==> src/rtl/burst_seq_pkg.sv <==
package burst_seq_pkg;

  typedef enum logic {
    ORDER_LINEAR     = 1'b0,
    ORDER_INTERLEAVE = 1'b1
  } burstOrderE;

  // strobes from control to address datapath
  typedef struct packed {
    logic load;        // capture a new start column
    logic advance;     // step to the next beat
    logic interleave;  // ordering to use for the captured burst
  } seqStrobeT;

endpackage

==> src/rtl/burst_seq_ctrl.sv <==
module burst_seq_ctrl
  import burst_seq_pkg::*;
#(
  parameter int COL_W      = 8,
  parameter int LEN_CODE_W = 3,
  parameter int MAX_LOG2   = 3
) (
  input  logic                  clk,
  input  logic                  rstN,
  input  logic                  startIn,
  input  logic                  stopIn,
  input  logic [LEN_CODE_W-1:0] lenCode,
  input  logic                  burstOrder,
  input  logic                  isRead,
  input  logic                  singleWriteMode,
  output seqStrobeT             strobe,
  output logic [COL_W-1:0]      newMask,
  output logic                  validOut,
  output logic                  lastOut
);

  localparam logic [LEN_CODE_W-1:0] FULL_CODE = LEN_CODE_W'(MAX_LOG2 + 1);
  localparam logic [COL_W-1:0]      ONE_COL   = COL_W'(1);

  logic             active;
  logic             fullPageReg;
  logic [COL_W-1:0] beatCnt;
  logic [COL_W-1:0] maskReg;
  logic             lastReg;
  logic             newFull;
  logic             forceSingle;
  logic             moreBeats;
  logic [COL_W-1:0] beatNext;

  // decode the burst parameters presented with the start strobe
  always_comb begin
    forceSingle = singleWriteMode && !isRead;
    newFull     = 1'b0;
    newMask     = '0;
    if (!forceSingle) begin
      if (lenCode >= FULL_CODE) begin
        newFull = 1'b1;
        newMask = '1;
      end else begin
        newMask = (ONE_COL << lenCode) - ONE_COL;
      end
    end
  end

  assign beatNext  = beatCnt + ONE_COL;
  assign moreBeats = fullPageReg || (beatCnt != maskReg);

  always_comb begin
    strobe.load       = startIn;
    strobe.advance    = active && !startIn && !stopIn && moreBeats;
    strobe.interleave = (burstOrder == ORDER_INTERLEAVE) && !newFull;
  end

  always_ff @(posedge clk or negedge rstN) begin
    if (!rstN) begin
      active      <= 1'b0;
      fullPageReg <= 1'b0;
      beatCnt     <= '0;
      maskReg     <= '0;
      lastReg     <= 1'b0;
    end else if (startIn) begin
      active      <= 1'b1;
      fullPageReg <= newFull;
      beatCnt     <= '0;
      maskReg     <= newMask;
      lastReg     <= !newFull && (newMask == '0);
    end else if (active) begin
      if (stopIn || !moreBeats) begin
        active  <= 1'b0;
        lastReg <= 1'b0;
      end else begin
        beatCnt <= beatNext;
        lastReg <= !fullPageReg && (beatNext == maskReg);
      end
    end
  end

  assign validOut = active;
  assign lastOut  = lastReg;

  assert_start_valid_R2: assert property (@(posedge clk) disable iff (!rstN)
    startIn |=> validOut);

  assert_last_ends_R3: assert property (@(posedge clk) disable iff (!rstN)
    (lastOut && !startIn) |=> !validOut);

  assert_full_no_last_R6: assert property (@(posedge clk) disable iff (!rstN)
    fullPageReg |-> !lastOut);

  assert_last_in_burst_R7: assert property (@(posedge clk) disable iff (!rstN)
    lastOut |-> validOut);

  assert_stop_ends_R8: assert property (@(posedge clk) disable iff (!rstN)
    (stopIn && !startIn) |=> (!validOut && !lastOut));

  assert_single_write_R9: assert property (@(posedge clk) disable iff (!rstN)
    (startIn && singleWriteMode && !isRead) |=> lastOut);

endmodule

==> src/rtl/burst_seq_addr.sv <==
module burst_seq_addr
  import burst_seq_pkg::*;
#(
  parameter int COL_W = 8
) (
  input  logic             clk,
  input  logic             rstN,
  input  seqStrobeT        strobe,
  input  logic [COL_W-1:0] startCol,
  input  logic [COL_W-1:0] newMask,
  output logic [COL_W-1:0] colAddr
);

  localparam logic [COL_W-1:0] ONE_COL = COL_W'(1);

  logic [COL_W-1:0] baseCol;
  logic [COL_W-1:0] offset;
  logic [COL_W-1:0] maskReg;
  logic             interleaveReg;
  logic [COL_W-1:0] lowBits;
  logic [COL_W-1:0] nextAddr;

  // low bits move inside the aligned block, high bits stay with the start
  always_comb begin
    lowBits  = interleaveReg ? (baseCol ^ offset) : (baseCol + offset);
    nextAddr = (baseCol & ~maskReg) | (lowBits & maskReg);
  end

  always_ff @(posedge clk or negedge rstN) begin
    if (!rstN) begin
      baseCol       <= '0;
      offset        <= '0;
      maskReg       <= '0;
      interleaveReg <= 1'b0;
      colAddr       <= '0;
    end else if (strobe.load) begin
      baseCol       <= startCol;
      offset        <= ONE_COL;
      maskReg       <= newMask;
      interleaveReg <= strobe.interleave;
      colAddr       <= startCol;
    end else if (strobe.advance) begin
      offset  <= offset + ONE_COL;
      colAddr <= nextAddr;
    end
  end

  assert_load_start_R10: assert property (@(posedge clk) disable iff (!rstN)
    strobe.load |=> (colAddr == $past(startCol)));

  assert_block_hold_R4: assert property (@(posedge clk) disable iff (!rstN)
    strobe.advance |=> ((colAddr & ~maskReg) == $past(colAddr & ~maskReg)));

  assert_page_step_R6: assert property (@(posedge clk) disable iff (!rstN)
    (strobe.advance && !interleaveReg && (maskReg == '1))
      |=> (colAddr == $past(colAddr) + ONE_COL));

endmodule

==> src/rtl/burst_col_seq.sv <==
module burst_col_seq
  import burst_seq_pkg::*;
#(
  parameter int COL_W      = 8,
  parameter int LEN_CODE_W = 3,
  parameter int MAX_LOG2   = 3
) (
  input  logic                  clk,
  input  logic                  rstN,
  input  logic                  startIn,
  input  logic                  stopIn,
  input  logic [COL_W-1:0]      startCol,
  input  logic [LEN_CODE_W-1:0] lenCode,
  input  logic                  burstOrder,
  input  logic                  isRead,
  input  logic                  singleWriteMode,
  output logic [COL_W-1:0]      colAddr,
  output logic                  validOut,
  output logic                  lastOut
);

  seqStrobeT        strobe;
  logic [COL_W-1:0] newMask;

  burst_seq_ctrl #(
    .COL_W(COL_W), .LEN_CODE_W(LEN_CODE_W), .MAX_LOG2(MAX_LOG2)
  ) u_ctrl (
    .clk(clk), .rstN(rstN), .startIn(startIn), .stopIn(stopIn),
    .lenCode(lenCode), .burstOrder(burstOrder), .isRead(isRead),
    .singleWriteMode(singleWriteMode), .strobe(strobe), .newMask(newMask),
    .validOut(validOut), .lastOut(lastOut)
  );

  burst_seq_addr #(.COL_W(COL_W)) u_addr (
    .clk(clk), .rstN(rstN), .strobe(strobe), .startCol(startCol),
    .newMask(newMask), .colAddr(colAddr)
  );

  assert_reset_idle_R1: assert property (@(posedge clk)
    !rstN |=> (!validOut && !lastOut));

endmodule

==> config.mk <==
export PLATFORM = sky130hd
export DESIGN_NAME = burst_col_seq
export DESIGN_NICKNAME = d
export VERILOG_FILES = /design/src/rtl/burst_seq_pkg.sv /design/src/rtl/burst_seq_ctrl.sv /design/src/rtl/burst_seq_addr.sv /design/src/rtl/burst_col_seq.sv
export SDC_FILE = /design/constraint.sdc
export NUM_CORES = 1
export LEC_CHECK = 0
export ABC_AREA = 0
export BUFFER_PORTS_ARGS = -buffer_cell sky130_fd_sc_hd__buf_2
export CORE_ASPECT_RATIO = 1.75
export CORE_MARGIN = 2
export CORE_UTILIZATION = 55
export DETAILED_ROUTE_END_ITERATION = 8
export GPL_TIMING_DRIVEN = 1
export PLACE_DENSITY = 0.76
export SYNTH_ARGS = -nofsm -noshare
export SYNTH_HDL_FRONTEND = slang
export SYNTH_SLANG_ARGS = --single-unit
==> constraint.sdc <==
create_clock -name clk -period 3.5 [get_ports clk]
set_input_delay 0.35 -clock clk [delete_from_list [all_inputs] [get_ports clk]]
set_output_delay 0.35 -clock clk [all_outputs]
set_load 0.05 [all_outputs]
==> flow_metrics.tcl <==
set metrics [dict create \
    outcome "completed" \
    synth_nets 306 \
    tritoncts "yes" \
    clockBufferDepth 2 \
    drt-wirelength-per-cell_um 15.2 \
    core_area_mm2 0.00444 \
    async_flop_share_pct 100 \
    pin_count 28 \
    antenna_found_initial 0 \
    clk_latency_ps 290 \
    crit_chain "xor2_1 > nor3_1 > a311oi_4 > buf_4 > nor2_2 > o41ai_2" \
    drive_gt1_share_pct 13.6 \
    maxCapViolCount 0 \
    postCtsSetupRepairBufs 0 \
    synth.most_common_cell "dfrtp_1" \
    clock-sinks 44 \
    cts_root_buf "clkbuf_8" \
    vias_per_cell 5.74 \
    hold_viol_final 0 \
    area_delta_synth_final_pct 9.62 \
    fin_crit_ps 2410 \
    cts_max_level 2 \
    power.density_mw_per_mm2 409 \
    num_rows 32 \
    crit_buf_inv 1 \
    rsz0062_at_grt "false" \
    drt_wl_total_um 5380 \
    clkSlewWorstSetupHoldPaths_ps 80 \
    synth_area_leaders "dfrtp_1, xor2_1, o21ai_0" \
    synth-seq-area-share_pct 43.2 \
    worst_ir_drop_vdd_mv 0.348 \
    ys_warn_count 0 \
    timing.fmax_ghz 0.415 \
    die_width_um 55.5 \
    finalCritPeriodShare_pct 68.8 \
    ys.flop_type "dfrtp_1" \
    grt-ovfl-total 0 \
    crit_arrival_ps 2600 \
    setup_viol 0 \
    fin_setup_tns_ps 0 \
    cp_top_family "compound AO/OA/AOI/OAI gates" \
    hp-class "in2async" \
    drc 0 \
    path_max_fanout 15 \
    max_stage_delay_ps 710 \
    cp_slowest_cell "a311oi_4" \
    io_buffers 27 \
    cts-resized-gates 0 \
    worst_slew_pin_slew_ps 984 \
    synth.avg_cell_area_um2 9.17 \
    utilization_pct 62.9 \
    grt_pass1_vias 2069 \
    die_h_um 94.1 \
    num_antenna_cells 0 \
    end_kind "flop" \
    cp-start-kind "flop" \
    layout.nets 332 \
    track_usage_pct 23.0 \
    initial_utilization_pct 57.3 \
    worstPathRequired_ps 3690 \
    synth_edf_count 0 \
    fin_area_mm2 0.00279 \
    place_area_mm2 0.00273 \
    drv_slew 0 \
    synth.distinct_cells 46 \
    grt_max_degree 45 \
    grt_pass1_wl_um 9470 \
    synth_area_leader_cell "dfrtp_1" \
    ys_seq_elements 44 \
    synth_cells 278 \
    p_leak_nw 1.30 \
    vias 2025 \
    dieArea_mm2 0.00522 \
    relSlewSlack_pct 34.4 \
    dr.pass1.iters 4 \
    netlist_area_mm2 0.00255 \
    path_class "reg2reg" \
    yosys-top-cells-count "dfrtp_1, nor2_1, o21ai_0" \
    ant_nets 0 \
    dp_hpwl_um 3980 \
    drtIter0Drc 55 \
    routabilityCongestion 0.817 \
    synth_top_cell_area_share_pct 43.2 \
    ctsHoldBuffers 0 \
    cts_buffers 5 \
    skew_ps 4.80 \
]
## layer usage
layer  wire length (um)  vias to the layer above  global-route usage, %
li1                   -                     1008                      -
met1               2220                      969                   25.9
met2               2900                       39                   43.3
met3                136                        9                   3.17
met4                129                        0                   8.74
met5                  0                        -                      0
## path summary, 6_finish.rpt
kind	start	end	slack (ps)	cells past startpoint
max in group asynchronous	rstN	u_ctrl.maskReg[7]$_DFFE_PN0P_	2670	1
min	rstN	u_addr.baseCol[0]$_DFFE_PN0P_	210	1
min reg2reg	u_addr.colAddr[7]$_DFFE_PN0P_	u_addr.colAddr[7]$_DFFE_PN0P_	490	2
max	u_ctrl.beatCnt[1]$_DFFE_PN0P_	u_addr.colAddr[7]$_DFFE_PN0P_	1090	6
min in group clk	startCol[3]	u_addr.colAddr[3]$_DFFE_PN0P_	280	3
max reg2reg	u_ctrl.beatCnt[1]$_DFFE_PN0P_	u_addr.colAddr[7]$_DFFE_PN0P_	1090	6
## metrics by stage
| stage | total power [W] | hold slack, ps | instances | setup slack (ps) |
|---|---|---|---|---|
| after floorplan | 0.000786 | 54.4 | 278 | 1470 |
| after global placement | 0.000861 | 470 | 348 | 1180 |
| after detailed placement | 0.000867 | 472 | 348 | 1100 |
| after CTS | 0.00115 | 252 | 353 | 1090 |
| after global routing | 0.00120 | 293 | 353 | 876 |
| final | 0.00114 | 211 | 353 | 1090 |
## cell type report
type	count	area (um^2)
inverter	20	75.1
timing repair buffer	30	158
fill	374	1650
sequential	44	1100
multi-input combinational	203	1330
clock buffer	5	68.8
tap	51	63.8
## sequential cells by signal, summed over array words and instances (netlist names)
signal,flops
u_addr.baseCol,8
u_addr.colAddr,8
u_addr.interleaveReg,1
u_addr.offset,8
u_ctrl.beatCnt,8
u_ctrl.fullPageReg,1
u_ctrl.lastOut,1
u_ctrl.maskReg,8
u_ctrl.validOut,1
## power by group
part | internal [W] | leakage (nW) | switching [W] | total, W
Sequential | 0.000547 | 0.558 | 0.0000425 | 0.000589
Clock | 0.000129 | 0.0359 | 0.000159 | 0.000288
Combinational | 0.0000960 | 0.710 | 0.000170 | 0.000266
Total | 0.000771 | 1.30 | 0.000372 | 0.00114
## worst register-to-register path, delay by kind of cell, from the launching register on
family	cells	cell delay (ps)
DFF	1	460
and+or+nand+nor	2	210
buffers and inverters	1	340
xor gates and xnor gates	1	240
AOI/OAI and AO/OA	2	1060
## cells by family after synthesis
family | Yosys count | synth area share (%)
AO/OA/AOI/OAI | 63 | 15.6
XOR/XNOR | 32 | 11.0
adder cells (fa/ha/maj) | 10 | 5.20
buffers and inverters | 31 | 5.15
flip-flops | 44 | 43.2
multiplexers | 6 | 2.45
AND/OR/NAND/NOR | 92 | 17.4
## placed cells by master, fill, tap and decap left out, drive strengths merged, types with 2 or more instances in the layout
master / instances
a211o: 2
a211oi: 3
a21oi: 10
a22oi: 2
a31oi: 2
and3: 4
and4: 2
buf: 30
clkbuf: 5
dfrtp: 44
ha: 9
inv: 20
mux2: 2
mux2i: 4
nand2: 23
nand2b: 3
nand3: 9
nand4: 5
nor2: 31
nor2b: 3
nor3: 4
nor3b: 2
nor4: 2
o211ai: 4
o21ai: 28
o22ai: 3
xnor2: 11
xor2: 21
Power figures use the tool's default switching activity.
